**config.mk**
```make
export PLATFORM = sky130hd
export DESIGN_NAME = blk_len_counter
export DESIGN_NICKNAME = d
export VERILOG_FILES = /design/src/rtl/dbs_pkg.sv /design/src/rtl/dbs_step_gate.sv /design/src/rtl/dbs_len_reg.sv /design/src/rtl/dbs_cnt.sv /design/src/rtl/blk_len_counter.sv
export SDC_FILE = /design/constraint.sdc
export NUM_CORES = 1
export LEC_CHECK = 0
export BUFFER_PORTS_ARGS = -buffer_cell sky130_fd_sc_hd__buf_2
export CAP_MARGIN = 20
export CORE_ASPECT_RATIO = 1.1
export CORE_MARGIN = 2
export CORE_UTILIZATION = 48
export DETAILED_ROUTE_END_ITERATION = 8
export HOLD_SLACK_MARGIN = 0.1
export PLACE_DENSITY = 0.82
export SYNTH_ARGS = -nofsm -noshare
export SYNTH_HDL_FRONTEND = slang
export SYNTH_SLANG_ARGS = --single-unit
```
**constraint.sdc**
```tcl
create_clock -name clk -period 2.4 [get_ports clk]
set_input_delay 0.36 -clock clk [delete_from_list [all_inputs] [get_ports clk]]
set_output_delay 0.36 -clock clk [all_outputs]
set_load 0.02 [all_outputs]
```
**src/rtl/dbs_pkg.sv**
```systemverilog
package dbs_pkg;
  typedef enum logic [1:0] {
    XM_NORMAL = 2'b00,
    XM_REPEAT = 2'b01,
    XM_BLOCK  = 2'b10,
    XM_RSVD   = 2'b11
  } xfer_mode_e;
endpackage

```
**src/rtl/dbs_step_gate.sv**
```systemverilog
module dbs_step_gate
  import dbs_pkg::*;
(
  input  logic [1:0] mode_i,
  input  logic       act_i,
  input  logic       stb_i,
  output logic       cnt_en_o
);
  logic mode_counts;

  always_comb begin
    case (xfer_mode_e'(mode_i))
      XM_REPEAT, XM_BLOCK: mode_counts = 1'b1;
      default:             mode_counts = 1'b0;
    endcase
  end

  assign cnt_en_o = stb_i & act_i & mode_counts;
endmodule

```
**src/rtl/dbs_len_reg.sv**
```systemverilog
module dbs_len_reg #(
  parameter int LEN_W = 16
) (
  input  logic             clk,
  input  logic             rst,
  input  logic             act_i,
  input  logic             wr_en_i,
  input  logic [LEN_W-1:0] wr_len_i,
  output logic [LEN_W-1:0] len_o
);
  logic [LEN_W-1:0] len_q;

  always_ff @(posedge clk) begin
    if (rst)
      len_q <= '0;
    else if (wr_en_i && !act_i)
      len_q <= wr_len_i;
  end

  assign len_o = len_q;

  // the length is frozen while the channel runs
  a_r5_len_frozen: assert property (@(posedge clk) disable iff (rst)
    act_i |=> (len_q == $past(len_q)));
endmodule

```
**src/rtl/dbs_cnt.sv**
```systemverilog
module dbs_cnt #(
  parameter int LEN_W = 16
) (
  input  logic             clk,
  input  logic             rst,
  input  logic             cnt_en_i,
  input  logic [LEN_W-1:0] len_i,
  input  logic             wr_en_i,
  input  logic [LEN_W-1:0] wr_cnt_i,
  output logic [LEN_W-1:0] cnt_o,
  output logic             end_o
);
  localparam logic [LEN_W-1:0] ONE = LEN_W'(1);

  logic [LEN_W-1:0] cnt_q;
  logic             end_q;
  logic             at_one;

  assign at_one = (cnt_q == ONE);

  always_ff @(posedge clk) begin
    if (rst) begin
      cnt_q <= '0;
      end_q <= 1'b0;
    end else begin
      end_q <= cnt_en_i & at_one;
      if (cnt_en_i) begin
        if (at_one)
          cnt_q <= len_i;
        else
          cnt_q <= cnt_q - ONE;
      end else if (wr_en_i) begin
        cnt_q <= wr_cnt_i;
      end
    end
  end

  assign cnt_o = cnt_q;
  assign end_o = end_q;

  // plain decrement above one
  a_r3_decrement: assert property (@(posedge clk) disable iff (rst)
    (cnt_en_i && cnt_q > ONE) |=> (cnt_q == $past(cnt_q) - ONE) && !end_q);

  // reload from the length half with a pulse
  a_r4_reload: assert property (@(posedge clk) disable iff (rst)
    (cnt_en_i && cnt_q == ONE) |=> (cnt_q == $past(len_i)) && end_q);

  // zero stands for 65536
  a_r6_zero_wraps: assert property (@(posedge clk) disable iff (rst)
    (cnt_en_i && cnt_q == '0) |=> (cnt_q == '1) && !end_q);

  // the pulse only ever follows a strobe on a count of one
  a_r4_pulse_cause: assert property (@(posedge clk) disable iff (rst)
    end_q |-> $past(cnt_en_i && cnt_q == ONE));
endmodule

```
**src/rtl/blk_len_counter.sv**
```systemverilog
module blk_len_counter #(
  parameter int LEN_W = 16,
  localparam int REG_W = 2 * LEN_W
) (
  input  logic             clk,
  input  logic             rst,
  input  logic [1:0]       xfer_mode,
  input  logic             chan_act,
  input  logic             xfer_stb,
  input  logic             reg_wr,
  input  logic [REG_W-1:0] reg_wdata,
  output logic [REG_W-1:0] reg_rdata,
  output logic             blk_end
);
  logic             cnt_en;
  logic [LEN_W-1:0] len_val;
  logic [LEN_W-1:0] cnt_val;

  dbs_step_gate u_gate (
    .mode_i   (xfer_mode),
    .act_i    (chan_act),
    .stb_i    (xfer_stb),
    .cnt_en_o (cnt_en)
  );

  dbs_len_reg #(.LEN_W(LEN_W)) u_len (
    .clk      (clk),
    .rst      (rst),
    .act_i    (chan_act),
    .wr_en_i  (reg_wr),
    .wr_len_i (reg_wdata[REG_W-1:LEN_W]),
    .len_o    (len_val)
  );

  dbs_cnt #(.LEN_W(LEN_W)) u_cnt (
    .clk      (clk),
    .rst      (rst),
    .cnt_en_i (cnt_en),
    .len_i    (len_val),
    .wr_en_i  (reg_wr),
    .wr_cnt_i (reg_wdata[LEN_W-1:0]),
    .cnt_o    (cnt_val),
    .end_o    (blk_end)
  );

  assign reg_rdata = {len_val, cnt_val};

  // normal and reserved modes leave the count alone
  a_r7_mode_ignored: assert property (@(posedge clk) disable iff (rst)
    (!reg_wr && (xfer_mode == 2'b00 || xfer_mode == 2'b11))
      |=> $stable(reg_rdata[LEN_W-1:0]) && !blk_end);

  // an idle channel leaves the count alone
  a_r7_idle_ignored: assert property (@(posedge clk) disable iff (rst)
    (!reg_wr && !chan_act) |=> $stable(reg_rdata[LEN_W-1:0]) && !blk_end);

  // a write without a counting strobe lands in the count half
  a_r10_cnt_write: assert property (@(posedge clk) disable iff (rst)
    (reg_wr && !(xfer_stb && chan_act && (xfer_mode == 2'b01 || xfer_mode == 2'b10)))
      |=> reg_rdata[LEN_W-1:0] == $past(reg_wdata[LEN_W-1:0]));
endmodule

```
---- Word level (Yosys, flattened, before mapping) ----
Index checks and enable logic that the tools add are counted.
W data, S select, Z words.
cells by class
  reductions and logical operators ........ 4
  eq/ne operators ......................... 3
  mux-type cells .......................... 4
  $add $sub $neg .......................... 1
  bitwise operators ....................... 3
operators with widths
  kind                     number
  $mux W16                 3
  $eq A16 B1 Y1 const B    1
  $sub A16 B1 Y16 const B  1
  $and A1 B1 Y1            3
  $eq A2 B1 Y1 const B     1
  $eq A2 B2 Y1 const B     1
  $reduce_bool A2 Y1       1
  $reduce_or A2 Y1         1
  $logic_and A1 B1 Y1      1
  $logic_not A1 Y1         1
  $mux W1                  1
word-level totals
  output and inout bits ................... 33
  flip-flop bits (word level) ............. 33
  word-level logic and storage cells ...... 18
  input bits .............................. 39

---- Depth between registers and ports, before layout ----
  depth after elaboration ................. 5
  depth in mapped cells ................... 8

---- Modules after synthesis ----
A second synthesis with hierarchy kept.
unflattened totals
  cells, all modules ...................... 219
  area total of the unflattened synthesis .. 2010.7 µm²
by module, submodules not included
  module         times used  seq. area each (µm²)  cells each  area an instance (µm²)
  dbs_cnt        1           340.3                 146         1231.2
  dbs_len_reg    1           320.3                 71          764.5
  dbs_step_gate  1           0.0                   2           15.0

---- Worst setup path after synthesis ----
No wires, ideal clock.
  kind .................................... reg-to-reg
  start point ............................. reg u_cnt.cnt_q[0], in the netlist u_cnt.cnt_o[0]
  end point ............................... reg u_cnt.cnt_q[9], in the netlist u_cnt.cnt_o[9]
  setup time .............................. 0.092 ns
  cell stages (with the launch flop) ...... 7
  slack ................................... 0.566 ns
  buffers on the path ..................... 1
  data required time ...................... 2.308 ns
  arrival ................................. 1.741 ns
  clock period less this slack ............ 1.834 ns
  cells stage by stage .................... dfxtp_1 or4_1 buf_2 or4_1 o21ai_1 a21oi_1 o32ai_1
between the ends
  cells in the longest elaborated chain, start to end .. 3
  elaborated cells on any way between the ends .. 4
  classes of those cells .................. add/sub (1); eq/ne (1); mux (2)
ends and longest elaborated chain
  item                                              line                          text
  start: declaration                                dbs_cnt.sv:15                 logic [LEN_W-1:0] cnt_q;
  start signal: assignment                          dbs_cnt.sv:29                 cnt_q <= len_i;
  start signal: assignment                          dbs_cnt.sv:31                 cnt_q <= cnt_q - ONE;
  start signal: assignment                          dbs_cnt.sv:33                 cnt_q <= wr_cnt_i;
  $sub A16 B1 Y16 or $eq A16 B1 Y1 (tied branches)  dbs_cnt.sv:31, dbs_cnt.sv:19
  $mux W16 (*)                                      dbs_cnt.sv:28                 if (at_one)
  $mux W16 (*)                                      dbs_cnt.sv:27                 if (cnt_en_i) begin
Every way passes the cells marked *; elsewhere a longest branch is shown, timed or not.
A chain may end at the register's enable or synchronous reset.

---- Final worst setup path ----
  start point ............................. reg u_cnt.cnt_q[1], in the netlist u_cnt.cnt_o[1]
  end point ............................... reg u_cnt.cnt_q[8], in the netlist u_cnt.cnt_o[8]
The elaborated chain is that of the path after synthesis.

==> out/qor.yml <==
status: "finished clean"
antenna_found_initial: 0
cap_violations: 0
postRouteAntennaNets: 0
grt_remaining_overflow: 0
hold_viol_final: 0
synth_edf_count: 0
drtIter0Drc: 124
cts_htree_levels: 2
diodes: 0
worst_pin_slew_ns: 0.588
first_pass_iters: 4
worstSetupEndpointType: "flop"
crit_chain: "inv_1, ha_1, nor4b_2, nand4bb_4, nor4b_1, a311o_1"
worst_slack_ns: 0.365
ir_drop_mv: 0.391
synthArstFlopShare_pct: 0
rows: 23
ys_seq_elements: 33
maxSlewViolCount: 0
die-area_um2: 4370
vias: 1949
finalCritPeriodShare_pct: 84.8
layout_min_cycle_time_ns: 2.03
hold_slack_ns: 0.307
cp.required_ns: 2.63
cts_hold_buf: 0
pwr-share-seq_pct: 43.9
clock_sinks: 33
grt_max_degree: 36
arrival_ns: 2.26
min_delay_path_depth: 3
power_mw: 1.45
crit_slowest_cell: "nor4b_2"
post_cts_resized: 0
setup_viol: 0
syn_avg_cell_area_um2: 8.01
nFillCells: 349
crit_path_start_kind: "flop"
grt_pass1_wl_mm: 8.58
crit_type: "reg2reg"
pwr-share-clk_pct: 29.6
layout-drive-gt1-share_pct: 31.8
slew_headroom_pct: 60.8
routed_wl_mm: 5.05
r2r_end: "u_cnt.cnt_o[8]$_SDFFE_PP0P_"
io_pins: 72
p_int_mw: 0.980
die_w_um: 63.2
grt_pass1_vias: 1854
hp-start: "reg_wdata[21]"
netlist_area_um2: 1850
path_clk_slew_ns: 0.07
dp_worst_setup_slack_ns: 0.428
cp_max_fo: 23
final_common_cell: "buf_2"
nNetsFinal: 337
crit_path_max_incr_delay_ns: 0.44
vias_per_cell: 5.63
numCtsBuffers: 5
fin_setup_tns_ns: 0
cts_buffer_depth: 2
yosysWarningCount: 0
drc: 0
mostFrequentLayoutCells: "buf_2, nand2_1, dfxtp_1, a21oi_1, mux2i_1"
max_freq_ghz: 0.491
p_leak_nw: 1.05
clk_latency_ns: 0.28
design.core.area_um2: 3680
r2r_start: "u_cnt.cnt_o[1]$_SDFFE_PP0P_"
hold_class: "in2reg"
combPwrFrac_pct: 26.4
p_per_area_nw_per_um2: 623
syn_to_final_growth_pct: 25.6
hold_path_end: "u_len.len_o[5]$_SDFFE_PP0P_"
netlist_instances: 231
r2r_cells: 6
p_switching_mw: 0.467
reg2reg_slack_ns: 0.37
clock_skew_ns: 0.00417
yosysUniqueCellTypes: 44
post_cts_buffers: 0
gp_congestion: 0.890
cts-root-buf: "clkbuf_8"
die_y_um: 69.1
grt_use_total_pct: 24.2
synth_top_flop_cell: "dfxtp_1"
synth_nets: 272
portBuffers: 71
rsz0062_at_grt: "no"
start_util_pct: 50.2
wl_per_cell_um: 14.6
switching_share_pct: 32.3
ys_seq_area_share_pct: 35.7
place_hpwl_mm: 3.59
cts_tree: "yes"
-- cells by family after synthesis --
logic type,synth area share (%)
AOI/OAI and AO/OA,20.9
xor gates and xnor gates,3.79
buffers and inverters,4.94
adders and majority gates,1.35
DFF,35.7
and+or+nand+nor,25.6
muxes,7.78
-- worst max-delay path: cells and delay by family (launching register included) --
kind,cells,cell delay (ns)
AOI/OAI and AO/OA,1,0.17
adders and majority gates,1,0.15
buffers and inverters,1,0.11
DFF,1,0.34
and+or+nand+nor,3,1.22
-- metal layers --
layer  up-vias  GRT usage [%]  part of all wire, %
li1        962              -                    -
met1       885           30.8                   42
met3        10           5.87                  8.0
met5         -              0                    0
met2        92           38.3                   48
met4         0           11.6                  2.1
-- how the worst max path moves through the flow --
stage | slack (ns) | startpoint | endpoint
2_1_floorplan | 0.57 | u_cnt.cnt_o[0]$_SDFFE_PP0P_ | u_cnt.cnt_o[9]$_SDFFE_PP0P_
3_3_place_gp | 0.49 | u_cnt.cnt_o[4]$_SDFFE_PP0P_ | u_cnt.cnt_o[6]$_SDFFE_PP0P_
3_5_place_dp | 0.43 | u_cnt.cnt_o[1]$_SDFFE_PP0P_ | u_cnt.cnt_o[8]$_SDFFE_PP0P_
4_1_cts | 0.39 | u_cnt.cnt_o[1]$_SDFFE_PP0P_ | u_cnt.cnt_o[8]$_SDFFE_PP0P_
5_1_grt | 0.19 | u_cnt.cnt_o[1]$_SDFFE_PP0P_ | u_cnt.cnt_o[8]$_SDFFE_PP0P_
6_report | 0.37 | u_cnt.cnt_o[1]$_SDFFE_PP0P_ | u_cnt.cnt_o[8]$_SDFFE_PP0P_
-- area by class of cell --
type / instances / area, um2 / share of cell area, %
clock buffer: 6 / 82.6 / 3.55
inverter: 3 / 11.3 / 0.485
sequential: 33 / 661 / 28.4
multi-input combinational: 176 / 1100 / 47.3
timing repair buffer: 77 / 400 / 17.2
tap: 50 / 62.6 / 2.69
clock inverter: 1 / 7.51 / 0.323
-- registers in the layout (all words and copies together), names as in the netlist --
| signal | flops |
|---|---|
| u_cnt.cnt_o | 16 |
| u_cnt.end_o | 1 |
| u_len.len_o | 16 |
-- cell usage after synthesis, types with 3 or more instances --
| library cell | instances | area share (%) |
|---|---|---|
| o21ai_0 | 10 | 2.7 |
| o21ai_1 | 3 | 0.81 |
| nor4_1 | 4 | 1.4 |
| nor2b_1 | 3 | 1.0 |
| xor2_1 | 6 | 2.8 |
| nor3_1 | 7 | 1.9 |
| a21oi_1 | 23 | 6.2 |
| nand2_1 | 47 | 9.5 |
| a211oi_1 | 6 | 2.4 |
| inv_1 | 3 | 0.61 |
| o32ai_1 | 6 | 2.8 |
| buf_1 | 3 | 0.61 |
| mux2i_1 | 11 | 6.0 |
| nor2_1 | 9 | 1.8 |
| clkbuf_1 | 14 | 2.8 |
| nand3_1 | 3 | 0.81 |
| dfxtp_1 | 33 | 36 |
| mux2_2 | 3 | 1.8 |
-- through the flow --
| stage | cell area, um2 | util [%] | std cells |
|---|---|---|---|
| finish | 2320 | 63.1 | 346 |
| global route | 2320 | 63.1 | 346 |
| CTS | 2320 | 63.1 | 346 |
| detailed placement | 2230 | 60.6 | 339 |
| global placement | 2230 | 60.6 | 339 |
| floorplan | 1850 | - | 231 |
-- power by group through the flow --
stage	clock network [mW]	logic [mW]	registers [mW]
6_report	0.429	0.383	0.636
5_1_grt	0.466	0.422	0.642
4_1_cts	0.434	0.382	0.634
3_5_place_dp	0	0.379	0.646
3_3_place_gp	0	0.374	0.645
2_1_floorplan	0	0.234	0.673
Note: power is estimated with default switching activity, not from simulation.
